--- src/rtl/nand_ecc_pkg.sv ---
package nand_ecc_pkg;
  localparam int CHUNK_BYTES = 512;
  localparam int ADDR_W      = $clog2(CHUNK_BYTES);
  localparam int BIT_W       = 3;
  localparam int PAIRS       = BIT_W + ADDR_W;
  localparam int WORD_W      = 32;
  localparam int CODE_W      = 24;
  localparam int HI_BASE     = 16;
  localparam int CNT_W       = ADDR_W + 1;
  localparam int POP_W       = $clog2(WORD_W + 1);

  typedef enum logic [1:0] {
    ST_CLEAN    = 2'd0,
    ST_FIXABLE  = 2'd1,
    ST_CODE_BAD = 2'd2,
    ST_UNCORR   = 2'd3
  } ecc_status_t;

  // 3-byte code -> 32-bit word with split nibbles of byte 2
  function automatic logic [WORD_W-1:0] unpack_code(input logic [CODE_W-1:0] c);
    logic [WORD_W-1:0] w;
    w        = '0;
    w[7:0]   = c[7:0];
    w[23:16] = c[15:8];
    w[27:24] = c[23:20];
    w[11:8]  = c[19:16];
    return w;
  endfunction

  function automatic logic [CODE_W-1:0] pack_word(input logic [WORD_W-1:0] w);
    return {w[27:24], w[11:8], w[23:16], w[7:0]};
  endfunction

  // parity contribution of one byte at a given chunk address
  function automatic logic [WORD_W-1:0] byte_contrib(input logic [7:0] d,
                                                     input logic [ADDR_W-1:0] a);
    logic [WORD_W-1:0] w;
    logic              p;
    w = '0;
    for (int b = 0; b < 8; b++) begin
      if (d[b]) begin
        for (int k = 0; k < BIT_W; k++) begin
          if (b[k]) w[HI_BASE+k] = ~w[HI_BASE+k];
          else      w[k]         = ~w[k];
        end
      end
    end
    p = ^d;
    for (int k = 0; k < ADDR_W; k++) begin
      if (a[k]) w[HI_BASE+BIT_W+k] = w[HI_BASE+BIT_W+k] ^ p;
      else      w[BIT_W+k]         = w[BIT_W+k] ^ p;
    end
    return w;
  endfunction

  function automatic logic [POP_W-1:0] pop_count(input logic [WORD_W-1:0] w);
    logic [POP_W-1:0] n;
    n = '0;
    for (int i = 0; i < WORD_W; i++) n = n + POP_W'(w[i]);
    return n;
  endfunction
endpackage

--- src/rtl/ecc_accum.sv ---
module ecc_accum
  import nand_ecc_pkg::*;
(
  input  logic              clk,
  input  logic              rst_n,
  input  logic              clr,
  input  logic              in_valid,
  input  logic [7:0]        in_byte,
  output logic [WORD_W-1:0] acc_word,
  output logic              done_pulse,
  output logic              complete
);
  localparam logic [CNT_W-1:0] FULL_CNT = CNT_W'(CHUNK_BYTES);
  localparam logic [CNT_W-1:0] LAST_CNT = CNT_W'(CHUNK_BYTES - 1);

  logic [CNT_W-1:0] count;
  logic             take;
  logic             last_take;

  assign complete  = (count == FULL_CNT);
  assign take      = in_valid && !complete;
  assign last_take = take && (count == LAST_CNT);

  always_ff @(posedge clk) begin
    if (!rst_n || clr) begin
      acc_word   <= '0;
      count      <= '0;
      done_pulse <= 1'b0;
    end else begin
      done_pulse <= last_take;
      if (take) begin
        acc_word <= acc_word ^ byte_contrib(in_byte, count[ADDR_W-1:0]);
        count    <= count + 1'b1;
      end
    end
  end


  count_bound_chk: assert property (@(posedge clk) disable iff (!rst_n)
    count <= FULL_CNT);

  done_single_chk: assert property (@(posedge clk) disable iff (!rst_n)
    done_pulse |=> !done_pulse);

  full_freeze_chk: assert property (@(posedge clk) disable iff (!rst_n)
    (complete && !clr) |=> $stable(acc_word));

  clr_reset_chk: assert property (@(posedge clk) disable iff (!rst_n)
    clr |=> (count == '0) && (acc_word == '0) && !done_pulse);
endmodule

--- src/rtl/ecc_classify.sv ---
module ecc_classify
  import nand_ecc_pkg::*;
(
  input  logic              clk,
  input  logic              rst_n,
  input  logic              clr,
  input  logic              cmp_go,
  input  logic [CODE_W-1:0] stored_code,
  input  logic [WORD_W-1:0] calc_word,
  output logic              result_valid,
  output ecc_status_t       status,
  output logic [ADDR_W-1:0] err_byte,
  output logic [BIT_W-1:0]  err_bit
);
  localparam logic [WORD_W-1:0] ERASED_WORD = unpack_code({CODE_W{1'b1}});
  localparam logic [POP_W-1:0]  PAIRS_CNT   = POP_W'(PAIRS);
  localparam logic [POP_W-1:0]  ONE_CNT     = POP_W'(1);

  // stage 1: syndrome
  logic [WORD_W-1:0] syn_q;
  logic              erased_q;
  logic              s1_valid;
  logic [WORD_W-1:0] stored_word;

  assign stored_word = unpack_code(stored_code);

  always_ff @(posedge clk) begin
    if (!rst_n || clr) begin
      syn_q    <= '0;
      erased_q <= 1'b0;
      s1_valid <= 1'b0;
    end else begin
      s1_valid <= cmp_go;
      if (cmp_go) begin
        syn_q    <= stored_word ^ calc_word;
        erased_q <= (stored_word == ERASED_WORD) && (calc_word == '0);
      end
    end
  end

  // stage 2: weight and classification
  logic [POP_W-1:0] weight;
  ecc_status_t      cls;
  assign weight = pop_count(syn_q);

  always_comb begin
    if (syn_q == '0 || erased_q) cls = ST_CLEAN;
    else if (weight == PAIRS_CNT) cls = ST_FIXABLE;
    else if (weight == ONE_CNT)   cls = ST_CODE_BAD;
    else                          cls = ST_UNCORR;
  end

  always_ff @(posedge clk) begin
    if (!rst_n || clr) begin
      result_valid <= 1'b0;
      status       <= ST_CLEAN;
      err_byte     <= '0;
      err_bit      <= '0;
    end else if (s1_valid) begin
      result_valid <= 1'b1;
      status       <= cls;
      err_byte     <= (cls == ST_FIXABLE) ? syn_q[HI_BASE+BIT_W +: ADDR_W] : '0;
      err_bit      <= (cls == ST_FIXABLE) ? syn_q[HI_BASE +: BIT_W] : '0;
    end
  end


  latency_chk: assert property (@(posedge clk) disable iff (!rst_n)
    (cmp_go && !clr ##1 !clr) |=> result_valid);

  idx_zero_chk: assert property (@(posedge clk) disable iff (!rst_n)
    (status != ST_FIXABLE) |-> (err_byte == '0) && (err_bit == '0));

  hold_chk: assert property (@(posedge clk) disable iff (!rst_n)
    (result_valid && !s1_valid && !clr) |=> $stable(status) && result_valid);

  clr_result_chk: assert property (@(posedge clk) disable iff (!rst_n)
    clr |=> !result_valid && (status == ST_CLEAN));
endmodule

--- src/rtl/nand_ecc_engine.sv ---
module nand_ecc_engine
  import nand_ecc_pkg::*;
(
  input  logic              clk,
  input  logic              rst_n,
  input  logic              clr,
  input  logic              in_valid,
  input  logic [7:0]        in_byte,
  input  logic              cmp_req,
  input  logic [CODE_W-1:0] stored_code,
  output logic [CODE_W-1:0] code_out,
  output logic              code_done,
  output logic              result_valid,
  output logic [1:0]        status,
  output logic [ADDR_W-1:0] err_byte,
  output logic [BIT_W-1:0]  err_bit
);
  logic [WORD_W-1:0] acc_word;
  logic              complete;
  logic              cmp_go;
  ecc_status_t       status_e;

  ecc_accum u_accum (
    .clk        (clk),
    .rst_n      (rst_n),
    .clr        (clr),
    .in_valid   (in_valid),
    .in_byte    (in_byte),
    .acc_word   (acc_word),
    .done_pulse (code_done),
    .complete   (complete)
  );

  assign cmp_go = cmp_req && complete && !clr;

  ecc_classify u_classify (
    .clk          (clk),
    .rst_n        (rst_n),
    .clr          (clr),
    .cmp_go       (cmp_go),
    .stored_code  (stored_code),
    .calc_word    (acc_word),
    .result_valid (result_valid),
    .status       (status_e),
    .err_byte     (err_byte),
    .err_bit      (err_bit)
  );

  assign code_out = pack_word(acc_word);
  assign status   = status_e;


  done_after_full_chk: assert property (@(posedge clk) disable iff (!rst_n)
    code_done |-> complete);

  early_cmp_chk: assert property (@(posedge clk) disable iff (!rst_n)
    (clr ##1 !complete) |-> !cmp_go);
endmodule

--- config.mk ---
export PLATFORM = sky130hd
export DESIGN_NAME = nand_ecc_engine
export DESIGN_NICKNAME = d
export VERILOG_FILES = /design/src/rtl/nand_ecc_pkg.sv /design/src/rtl/ecc_accum.sv /design/src/rtl/ecc_classify.sv /design/src/rtl/nand_ecc_engine.sv
export SDC_FILE = /design/constraint.sdc
export NUM_CORES = 1
export LEC_CHECK = 0
export ABC_AREA = 1
export ABC_CLOCK_PERIOD_IN_PS = 4800
export BUFFER_PORTS_ARGS = -buffer_cell sky130_fd_sc_hd__buf_4
export CAP_MARGIN = 0
export CORE_AREA = 2 2 113 115
export CTS_CLUSTER_SIZE = 24
export DETAILED_ROUTE_END_ITERATION = 10
export DIE_AREA = 0 0 115 117
export GPL_TIMING_DRIVEN = 0
export PLACE_DENSITY_LB_ADDON = 0.25
export SYNTH_ARGS = -nofsm -noshare
export SYNTH_HDL_FRONTEND = slang
export SYNTH_SLANG_ARGS = --single-unit
--- constraint.sdc ---
create_clock -name clk -period 4.8 [get_ports clk]
set_input_delay 1.44 -clock clk [delete_from_list [all_inputs] [get_ports clk]]
set_output_delay 1.44 -clock clk [all_outputs]
set_load 0.1 [all_outputs]
==> out/results.env <==
GRT_FIRST_PASS_WIRELENGTH_MM=20.94
FINAL.FILL_COUNT=1249
SYNTH_FF_TYPE='dfxtp_1'
WORST_SETUP_HOLD_PATH_CLK_SLEW_NS=0.07
POWER.DENSITY_nW_PER_UM2=264.0
DRCVIOLATIONCOUNT=0
SETUP.WORST_PATH.END_CLASS='flop'
PIN_COUNT_OF_THE_BIGGEST_NET_ENTERING_GLOBAL_ROUTING=16
REGISTER_AREA_UM2=1524
FMAX_MHz=202.5
SYNTH_EDF_COUNT=0
POST_DRT_WL_PER_CELL_UM=13.84
SYN-NUM-NETS=735
SETUP.WORST_PATH.CLASS='flop to flop'
SYNTH-SIMPLE-AREA-SHARE=0.3006
CLOCK_TREE_FROM_TRITONCTS='yes'
DR_TOTAL_VIAS=4494
NETLIST.TOP_CELL.BY_AREA='dfxtp_1'
SYNTHADDERAREAFRAC=0.09886
DIE_HEIGHT_UM=117
VIOLATED_CHECKS='negative setup slack'
OUTCOME='complete, but fails checks'
DRT_FIRST_PASS_ITERS=7
IR_WORST_VDD_mV=0.2048
LAYOUT-DRIVE-GT1-SHARE=0.2109
SYNTH_XOR_XNOR_AREA_SHARE=0.05926
HOLDBUFCOUNTCTS=0
PERIOD_NEEDED_NS=4.939
SLEW_HEADROOM=0.6405
OVERALL_TRACK_DEMAND_OVER_CAPACITY_IN_GLOBAL_ROUTING=0.2031
CLOCK_SINK_COUNT=76
NETLIST_TOP_CELLS_COUNT='inv_1 (119), nor2_1 (118), nand2_1 (106)'
PLACEABLECOREAREA_UM2=12310
ROUTE.DETAILED.VIAS_PER_INST=4.895
SYNTH.YOSYS.WARNINGS=0
POST_SYNTHESIS_CELL_TYPE_COUNT=34
FINAL.SETUP.WORST_SLACK_NS=-0.1390
HPWLAFTERDP_MM=10.19
NUM-NETS-FINAL=827
DIE_AREA_UM2=13460
CTS.PATH.MAX_BUFFERS=2
HOLD_PATH_CLASS='flop to flop'
CTS.HTREE.LEVELS=3
SETUP.WORST_PATH.START_CLASS='flop'
WORST_SKEW_PAIR.LATE_LATENCY_NS=0.35
SYNTHTOLAYOUTAREAGROWTH_PCT=23.97
GLOBAL_ROUTE.OVERFLOW_TOTAL=0
ROUTABILITYCONGESTION=0.8829
FINALSETUPVIOLCOUNT=13
CRIT_REQUIRED_NS=5.09
ROUTE.FINAL.WIRE_LENGTH_MM=12.71
TOTALNEGATIVESETUPSLACK_NS=-1.602
SYNTH_MOST_COMMON_CELL='inv_1'
FIN_CRIT_SHARE=1.029
ASYNC_RESET_FF_FRAC=0
CTS_MADE_BUFFERS=9
CTSROOTBUFFERMASTER='clkbuf_16'
SYNTH-COMPOUND-AREA-SHARE=0.09062
SYNTHCELLS=671
DRT_FIRST_ITER_VIOLATIONS=231
PRECTSSETUPSLACK_NS=-0.3118
PLACE.PORT_BUFFERS=76
CRITICAL_PATH.MAX_FANOUT=5
WORST_EP_ARRIVAL_TIME_NS=5.23
GRT_SETUP_UNREPAIRED='true'
GRT_PASS1_VIAS=4306
SYN_AVG_CELL_AREA_UM2=7.017
ANT_NETS=0
REGISTER_AREA_SHARE_AFTER_SYNTHESIS=0.3231
LEAKAGEPOWER_nW=2.661
NETLIST.AREA_LEADER.SHARE=0.3231
DESIGN.PORTCOUNT=77
SHARE_OF_CELL_AREA_TAKEN_BY_MUXES_AFTER_SYNTHESIS=0
INITIAL_UTILIZATION=0.3824
SYNTH_TOP_FAMILY_BY_AREA='simple AND/OR/NAND/NOR gates'
MAX_CAP_VIOLATION_COUNT=0
SLEW_OF_THE_PIN_WITH_THE_LOWEST_SLEW_MARGIN_NS=0.5392
PLACEMENTROWS=41
INITIAL_ANTENNA_VIOLATION_COUNT=0
POST_SYNTHESIS_INSTANCE_AREA_UM2=4708
DIE-WIDTH_UM=115
YS_SEQ_ELEMENTS=76
TOTAL_AREA_OF_MULTI_INPUT_COMBINATIONAL_CELLS_UM2=2629
N_ANTENNA_CELL=0
SYNTHTOPCELLSBYAREA='dfxtp_1 (32%), inv_1 (9.5%), nor2_1 (9.4%)'
DRV_SLEW=0
FINALCLOCKSKEW_NS=0.007526
FINALHOLDVIOLATIONS=0
[metal layers]
metal	track usage	up-vias	routed length [µm]
met2	0.3667	100	6477
met3	0.04171	18	560
met4	0.07149	0	240
met5	0	-	0
met1	0.2400	2086	5428
li1	-	2290	-
[worst max-delay path: stages (launching register included)]
cell     delay (ns)
dfxtp_2        0.34
inv_2          0.05
ha_4           0.25
inv_2          0.03
fa_1           0.49
inv_2          0.04
fa_1           0.55
fa_1           0.47
fa_1           0.57
inv_2          0.04
fa_1           0.42
inv_1          0.08
fa_2           0.22
inv_2          0.04
fa_2           0.36
xnor2_2        0.20
nand3_2        0.11
nor2_4         0.16
buf_4          0.16
nand3_1        0.07
nor2_1         0.10
nor2_1         0.05
nor2_1         0.07
[logic make-up after synthesis]
| logic type | count (synthesis) |
|---|---|
| fa+ha+maj | 27 |
| flops | 76 |
| buf+inv | 148 |
| compound gates | 74 |
| simple gates | 315 |
| xor+xnor | 31 |
[cells in the final DEF (no fill, tap or decap), types with 4 or more instances in the layout]
| master | synthesis | layout |
|---|---|---|
| nand2_1 | 106 | 106 |
| nor3_2 | 5 | 5 |
| a21oi_1 | 18 | 18 |
| nand4_1 | 39 | 39 |
| o21ai_0 | 7 | 7 |
| xor2_1 | 15 | 15 |
| clkbuf_16 | 0 | 9 |
| fa_1 | 17 | 15 |
| clkbuf_1 | 5 | 5 |
| buf_4 | 4 | 84 |
| nand2_2 | 4 | 4 |
| buf_2 | 12 | 12 |
| nand3_1 | 28 | 26 |
| inv_1 | 119 | 113 |
| a31oi_1 | 9 | 9 |
| a21oi_2 | 9 | 9 |
| inv_2 | 4 | 10 |
| ha_1 | 10 | 9 |
| dfxtp_1 | 76 | 74 |
| nor3_1 | 6 | 6 |
| nor2_1 | 118 | 117 |
| o21ai_1 | 28 | 28 |
| xnor2_1 | 15 | 14 |
[stage by stage]
stage	area [µm²]	hold slack [ns]	cells	util	total power, mW
2_1_floorplan	4737	0.4549	671	-	0.8184
3_3_place_gp	5495	0.4538	897	0.4463	0.8951
3_5_place_dp	5495	0.4605	897	0.4463	0.8969
4_1_cts	5837	0.4711	918	0.4741	1.555
5_1_grt	5837	0.4837	918	0.4741	1.604
6_report	5837	0.4704	918	0.4741	1.541
[registers in the layout, summed over array words and instances (netlist names)]
register and flops:
u_accum.acc_word 24, u_accum.count 10, u_accum.done_pulse 1, u_classify.erased_q 1, u_classify.err_bit 3, u_classify.err_byte 9
u_classify.result_valid 1, u_classify.s1_valid 1, u_classify.status 2, u_classify.syn_q 24
[what timing repair did]
item,in CTS,in global routing
endpoints found under the setup margin,14,14
gates resized for setup,10,0
pin swaps,11,5
gates cloned,1,0
setup buffers,4,0
[worst paths after layout]
path | endpoint | slack [ns] | from | cells after the start
worst max register to register | u_classify.err_byte[5] | -0.14 | u_classify.syn_q[0] | 22
worst min-delay path | u_classify.status[1] | 0.47 | u_classify.status[1] | 2
worst min register to register | u_classify.status[1] | 0.47 | u_classify.status[1] | 2
worst max-delay path | u_classify.err_byte[5] | -0.14 | u_classify.syn_q[0] | 22
[cell type report]
class | instances | area share
Buffer | 25 | 0.02444
Clock buffer | 9 | 0.03859
Clock inverter | 7 | 0.01008
Inverter | 123 | 0.07910
Multi-Input combinational cell | 447 | 0.4504
Sequential cell | 76 | 0.2611
Tap cell | 150 | 0.03215
Timing Repair Buffer | 81 | 0.1042
[power breakdown]
part	internal [mW]	switching, mW
clock	0.358	0.299
combinational	0.0747	0.159
sequential	0.638	0.0114
total	1.07	0.470
No activity file was read; power rests on OpenSTA's default activity.
